File: config.mk
export PLATFORM = sky130hd
export DESIGN_NAME = sdiv_unit
export DESIGN_NICKNAME = d
export VERILOG_FILES = /design/src/rtl/sdiv_pkg.sv /design/src/rtl/sdiv_precheck.sv /design/src/rtl/sdiv_iter.sv /design/src/rtl/sdiv_flags.sv /design/src/rtl/sdiv_unit.sv
export SDC_FILE = /design/constraint.sdc
export NUM_CORES = 1
export LEC_CHECK = 0
export BUFFER_PORTS_ARGS = -buffer_cell sky130_fd_sc_hd__buf_2
export CELL_PAD_IN_SITES_DETAIL_PLACEMENT = 2
export CELL_PAD_IN_SITES_GLOBAL_PLACEMENT = 2
export CORE_UTILIZATION = 39
export DETAILED_ROUTE_END_ITERATION = 7
export PLACE_DENSITY = 0.84
export SYNTH_ARGS = -nofsm -noshare
export SYNTH_HDL_FRONTEND = slang
export SYNTH_SLANG_ARGS = --single-unit
File: constraint.sdc
create_clock -name clk -period 7.5 [get_ports clk]
set_input_delay 0.375 -clock clk [delete_from_list [all_inputs] [get_ports clk]]
set_output_delay 0.375 -clock clk [all_outputs]
set_load 0.01 [all_outputs]
File: src/rtl/sdiv_pkg.sv
// Shared types for the signed divider.
// Assumes: the control states are encoded as a 2-bit enum.
package sdiv_pkg;
    typedef enum logic [1:0] {
        ST_IDLE = 2'd0,
        ST_CHK  = 2'd1,
        ST_RUN  = 2'd2,
        ST_FIN  = 2'd3
    } sdiv_state_t;
endpackage

File: src/rtl/sdiv_precheck.sv
// Operand inspection: finds the two undefined pairs, the quotient sign and
// the unsigned magnitudes.
// Assumes: operands are registered two's-complement words of WIDTH bits.
module sdiv_precheck #(
    parameter int WIDTH = 32
) (
    input  logic [WIDTH-1:0] dvd,
    input  logic [WIDTH-1:0] dvs,
    output logic             ovf,
    output logic             neg_q,
    output logic [WIDTH-1:0] dvd_mag,
    output logic [WIDTH-1:0] dvs_mag
);
    localparam logic [WIDTH-1:0] MOST_NEG = {1'b1, {(WIDTH-1){1'b0}}};

    // Detect the zero-divisor and most-negative-over-minus-one pairs.
    always_comb begin
        ovf   = (dvs == '0) || (dvd == MOST_NEG && dvs == '1);
        neg_q = dvd[WIDTH-1] ^ dvs[WIDTH-1];
    end

    // Absolute values; MOST_NEG maps to itself, correct as unsigned.
    always_comb begin
        dvd_mag = dvd[WIDTH-1] ? (~dvd + 1'b1) : dvd;
        dvs_mag = dvs[WIDTH-1] ? (~dvs + 1'b1) : dvs;
    end
endmodule

File: src/rtl/sdiv_iter.sv
// Restoring radix-2 divider on unsigned magnitudes, one quotient bit per step.
// Assumes: load and step are never high together; the divisor is nonzero.
module sdiv_iter #(
    parameter int WIDTH = 32
) (
    input  logic             clk,
    input  logic             rst_n,
    input  logic             load,
    input  logic             step,
    input  logic [WIDTH-1:0] dvd_mag,
    input  logic [WIDTH-1:0] dvs_mag,
    output logic [WIDTH-1:0] quot_mag
);
    logic [WIDTH-1:0] rem_q, qacc_q, dvs_q;
    logic [WIDTH:0]   rem_sh, diff;

    // Shift in the next dividend bit and trial-subtract the divisor.
    always_comb begin
        rem_sh = {rem_q, qacc_q[WIDTH-1]};
        diff   = rem_sh - {1'b0, dvs_q};
    end

    // Hold the partial remainder, the quotient accumulator and the divisor.
    always_ff @(posedge clk) begin
        if (!rst_n) begin
            rem_q  <= '0;
            qacc_q <= '0;
            dvs_q  <= '0;
        end else if (load) begin
            rem_q  <= '0;
            qacc_q <= dvd_mag;
            dvs_q  <= dvs_mag;
        end else if (step) begin
            if (!diff[WIDTH]) begin
                rem_q  <= diff[WIDTH-1:0];
                qacc_q <= {qacc_q[WIDTH-2:0], 1'b1};
            end else begin
                rem_q  <= rem_sh[WIDTH-1:0];
                qacc_q <= {qacc_q[WIDTH-2:0], 1'b0};
            end
        end
    end

    assign quot_mag = qacc_q;
endmodule

File: src/rtl/sdiv_flags.sv
// Condition-bit generator for a signed result word.
// Assumes: all bits read zero when the record request is clear.
module sdiv_flags #(
    parameter int WIDTH = 32
) (
    input  logic [WIDTH-1:0] res,
    input  logic             rec,
    output logic             lt,
    output logic             gt,
    output logic             eq
);
    // Classify the result as negative, positive or zero.
    always_comb begin
        lt = rec && res[WIDTH-1];
        eq = rec && (res == '0);
        gt = rec && !res[WIDTH-1] && (res != '0);
    end
endmodule

File: src/rtl/sdiv_unit.sv
// Sequential signed divider with forced results for the undefined pairs.
// Assumes: start is a one-cycle pulse; operands and options are valid with it.
module sdiv_unit #(
    parameter int WIDTH = 32
) (
    input  logic             clk,
    input  logic             rst_n,
    input  logic             start,
    input  logic [WIDTH-1:0] dividend,
    input  logic [WIDTH-1:0] divisor,
    input  logic             ov_en,
    input  logic             rec_en,
    output logic             busy,
    output logic             done,
    output logic [WIDTH-1:0] quotient,
    output logic             ov,
    output logic             cond_lt,
    output logic             cond_gt,
    output logic             cond_eq
);
    import sdiv_pkg::*;

    localparam int CNT_W = (WIDTH > 1) ? $clog2(WIDTH) : 1;
    localparam logic [CNT_W-1:0] LAST = CNT_W'(WIDTH - 1);

    sdiv_state_t      state;
    logic [WIDTH-1:0] dvd_r, dvs_r;
    logic             oven_r, rec_r;
    logic [CNT_W-1:0] cnt;
    logic             ovf, neg_q;
    logic [WIDTH-1:0] dvd_mag, dvs_mag, quot_mag, res_next;
    logic             f_lt, f_gt, f_eq;

    sdiv_precheck #(.WIDTH(WIDTH)) u_pre (
        .dvd(dvd_r), .dvs(dvs_r), .ovf(ovf), .neg_q(neg_q),
        .dvd_mag(dvd_mag), .dvs_mag(dvs_mag)
    );

    sdiv_iter #(.WIDTH(WIDTH)) u_iter (
        .clk(clk), .rst_n(rst_n),
        .load(state == ST_CHK && !ovf), .step(state == ST_RUN),
        .dvd_mag(dvd_mag), .dvs_mag(dvs_mag), .quot_mag(quot_mag)
    );

    // Pick the result word: forced by dividend sign, or the signed quotient.
    always_comb begin
        if (state == ST_CHK)
            res_next = dvd_r[WIDTH-1] ? '1 : '0;
        else
            res_next = neg_q ? (~quot_mag + 1'b1) : quot_mag;
    end

    sdiv_flags #(.WIDTH(WIDTH)) u_flags (
        .res(res_next), .rec(rec_r), .lt(f_lt), .gt(f_gt), .eq(f_eq)
    );

    // Control sequence, operand capture and result registers.
    always_ff @(posedge clk) begin
        if (!rst_n) begin
            state    <= ST_IDLE;
            dvd_r    <= '0;
            dvs_r    <= '0;
            oven_r   <= 1'b0;
            rec_r    <= 1'b0;
            cnt      <= '0;
            done     <= 1'b0;
            quotient <= '0;
            ov       <= 1'b0;
            cond_lt  <= 1'b0;
            cond_gt  <= 1'b0;
            cond_eq  <= 1'b0;
        end else begin
            done <= 1'b0;
            case (state)
                ST_IDLE: if (start) begin
                    dvd_r  <= dividend;
                    dvs_r  <= divisor;
                    oven_r <= ov_en;
                    rec_r  <= rec_en;
                    state  <= ST_CHK;
                end
                ST_CHK: if (ovf) begin
                    quotient <= res_next;
                    ov       <= oven_r;
                    cond_lt  <= f_lt;
                    cond_gt  <= f_gt;
                    cond_eq  <= f_eq;
                    done     <= 1'b1;
                    state    <= ST_IDLE;
                end else begin
                    cnt   <= '0;
                    state <= ST_RUN;
                end
                ST_RUN: begin
                    cnt <= cnt + 1'b1;
                    if (cnt == LAST) state <= ST_FIN;
                end
                ST_FIN: begin
                    quotient <= res_next;
                    ov       <= 1'b0;
                    cond_lt  <= f_lt;
                    cond_gt  <= f_gt;
                    cond_eq  <= f_eq;
                    done     <= 1'b1;
                    state    <= ST_IDLE;
                end
                default: state <= ST_IDLE;
            endcase
        end
    end

    assign busy = (state != ST_IDLE);
endmodule

==> metrics.md <==
| Metric | Value |
|---|---|
| Run status | `complete, no violations` |
| Clock period minus worst slack | `5060 ps` |
| Post-synthesis instance total | `approximately 1,700` |
| DIE HEIGHT | `184 um` |
| Residual DRC | `0` |
| Initial drt markers | `692` |
| Mapped cell area | `13,000 sq um` |
| Critical path required time | `7950 ps` |
| Number of resized instances in the post-cts repair step | `0` |
| Post-synthesis register bit count | `206` |
| Cell family contributing the most delay on the critical path | `simple AND/OR/NAND/NOR gates` |
| CTS Sinks | `206` |
| Number of nets in the synthesized netlist | `1,765` |
| Count of distinct cell types in the synthesized netlist | `82` |
| Wire length of the first global-routing pass | `74.7 mm` |
| Pin count of the biggest net entering global routing | `102` |
| Standard-cell row count | `66` |
| Number of filler cells placed in the layout | `3,683` |
| Aggregate routed wire length | `46.2 mm` |
| Area occupied by registers | `4130 sq um` |
| Final period utilization | `67.4%` |
| Critical path type | `register to register` |
| Hold Path Class | `input pin to register` |
| Sum of buffers and inverters on the critical path | `2` |
| Total die area | `34,000 sq um` |
| CTS clk-pin slew, worst paths | `60 ps` |
| CTS root buffer | `clkbuf_16` |
| Initial core utilization | `39.7%` |
| Area of the multi-input gates | `8100 sq um` |
| Share of the yosys chip area belonging to registers | `about a third` |
| Leakage | `0.00582 uW` |
| Hold bufs inserted after CTS | `0` |
| Slew at the pin with the worst max-slew slack | `1300 ps` |
| Synthesized area per cell | `7.82 sq um` |
| Signed area change from the synthesized netlist to the final layout | `10.8%` |
| Setup Total Neg Slack | `0 ps` |
| Fmax | `0.198 GHz` |
| Post-CTS setup repair buffer count | `0` |
| Delay of the slowest critical-path stage | `770 ps` |
| Crit path launch type | `register` |
| Max-capacitance violation count | `0` |
| Worst vdd ir | `0.147 mV` |
| Antenna diode count | `0` |
| Max-slew violation count | `0` |
| Area of the core | `roughly 33,000 sq um` |
| Number of antenna violations at the first check in global routing | `1` |
| Max_slew headroom | `13.4%` |
| Dpl hpwl | `31.5 mm` |
| Cell Area, Placed | `around 14,000 sq um` |
| Number of enable flip-flop cells after synthesis | `0` |
| Post-detailed-route wirelength per cell | `21.7 um` |
| Tot GR Track Use | `27.4%` |
| Number of warnings printed during yosys synthesis | `0` |
| Proportion of layout cells with a drive suffix above 1 | `11.4%` |
| Buffers added on ports | `106` |
| Buffer depth of the longest clock path | `3` |
| TritonCTS clock tree | `built` |
| Share of flip-flops with an asynchronous set or reset | `0%` |
| Router iterations before antenna repair | `5` |
| Ratio of routed vias to standard cells | `5.96` |
| Die boundary width | `approximately 180 um` |
| TritonCTS buffer count | `25` |
| Latest clock arrival within the worst-skew pair | `~530 ps` |
| Final setup viols | `0` |
| Power per unit of standard cell area | `242 nW/um^2` |
| Number of nets at the end of the flow | `1,784` |
| Design Area, Final | `14,400 sq um` |
| Count of nets left with antenna violations after detail routing | `0` |
| Most used flip-flop cell after synthesis | `dfxtp_1` |
| Unrepaired setup endpoints after global routing | `no` |
| Setup crit end kind | `register` |
| Master of the slowest instance on the critical path | `o41ai_4` |
| Worst Clk Skew | `approximately 12 ps` |
| Total I/O pin count | `107` |
| Max H-tree Level | `1` |
| Leftover overflow at the end of global routing | `0` |
| Highest fanout seen on the critical path | `32` |
| Global placement routability congestion | `0.839` |
| Vias | `between 10,000 and 15,000` |
| Number of global-route vias before repair | `13,300` |
| Chain of cells forming the critical path | `inv_1 > ha_1 > nor3b_1 > nand3b_1 > or3_1 > or4_1 > o41ai_4 > or2_1 > buf_4 > and2_4 > o21ai_0 > nor3_1` |
| Arrival time reported for the critical path endpoint | `around 5500 ps` |
| Final hold violation count | `0` |
-- report_power, final --
group	total, uW	switching (uW)	internal [uW]
Clock	1100	484	612
Combinational	1140	702	441
Sequential	1240	83.7	1160
-- logic make-up (layout without fill, tap and decap cells) --
kind of cell    Yosys count  count (layout)  synth area share (%)
fa+ha+maj                39              39                  3.82
simple gates            618             618                  23.2
mux                      24              24                  1.86
compound gates          480             480                  26.4
buf+inv                 189             219                  5.99
flops                   206             206                  31.8
xor+xnor                101             101                  6.88
-- final cells by class --
type	instances	share of cell area, %
Clock buffer	30	4.56
Clock inverter	8	0.331
Inverter	57	1.49
Multi-Input combinational cell	1262	56.4
Sequential cell	206	28.7
Tap cell	442	3.85
Timing Repair Buffer	124	4.65
-- worst reg2reg max path, cell delays in order, from the launching register on --
cell and delay (ps):
dfxtp_1 350, inv_1 70, ha_1 150, nor3b_1 330, nand3b_1 190, or3_1 440
or4_1 620, o41ai_4 770, or2_1 770, buf_4 420, and2_4 450, o21ai_0 200
nor3_1 240
-- path summary, 6_finish.rpt --
| path | cells after the start | startpoint | endpoint | slack [ps] |
|---|---|---|---|---|
| setup / recovery | 12 | dvd_r[0] | u_iter.rem_q[15] | 2440 |
| hold / removal | 3 | divisor[31] | dvs_r[31] | 90 |
| setup reg to reg | 12 | dvd_r[0] | u_iter.rem_q[15] | 2440 |
| hold reg to reg | 2 | quotient[4] | quotient[4] | 470 |
-- Yosys cell counts, types with 20 or more instances --
master,instances,area share [%]
a21boi_0,82,4.8
o31ai_1,28,1.6
nand3_1,36,1.4
xnor2_1,48,3.2
inv_1,56,1.6
a21oi_1,74,2.9
a31oi_1,23,1.1
clkbuf_1,104,3.0
a221oi_1,29,2.0
ha_1,38,3.7
nor3_1,38,1.5
nor2b_1,41,2.0
mux2i_1,23,1.8
o21ai_0,78,3.0
nand4_1,26,1.3
dfxtp_1,206,32
xor2_1,52,3.5
o211a_1,36,2.8
nand2_1,253,7.3
nor2_1,99,2.9
or3_1,20,0.97
-- metrics by stage --
stage / instances / hold WS [ps] / worst slack, ps / util, % / total power (uW)
detailed placement: 2091 / 460 / 2510 / 41.9 / 2370
CTS: 2129 / 75.9 / 2450 / 44.0 / 3500
global route: 2129 / 94.4 / 2040 / 44.0 / 3650
global placement: 2091 / 449 / 2870 / 41.9 / 2320
finish: 2129 / 90.9 / 2440 / 44.0 / 3480
floorplan: 1657 / 423 / 3840 / - / 2060
-- cells in the final DEF (no fill, tap or decap), drive strengths merged, types with 21 or more instances in the layout --
cell type    n
a21boi      84
a21oi       74
a221oi      29
a31oi       23
buf        124
clkbuf      30
dfxtp      206
ha          38
inv         56
mux2i       23
nand2      254
nand3       36
nand4       26
nor2       100
nor2b       41
nor3        39
o211a       36
o21ai       83
o31ai       28
or3         21
xnor2       49
xor2        52
-- state kept, by name (all words and copies together), names as in the netlist, 5 cells and up, named ones only --
signal           count
cnt                  5
dvd_r               32
u_iter.dvs_q        32
u_iter.quot_mag     32
dvs_r               32
u_iter.rem_q        32
quotient            32
-- layer usage --
metal	wire length, um	vias to the layer above	share of wire (%)	GRT usage (%)
met3	1710	50	3.7	2.87
li1	-	5976	-	-
met5	13	-	0.028	0
met4	712	2	1.5	5.63
met1	22900	6401	50	39.3
met2	20900	266	45	44.1
Power figures use the tool's default switching activity.
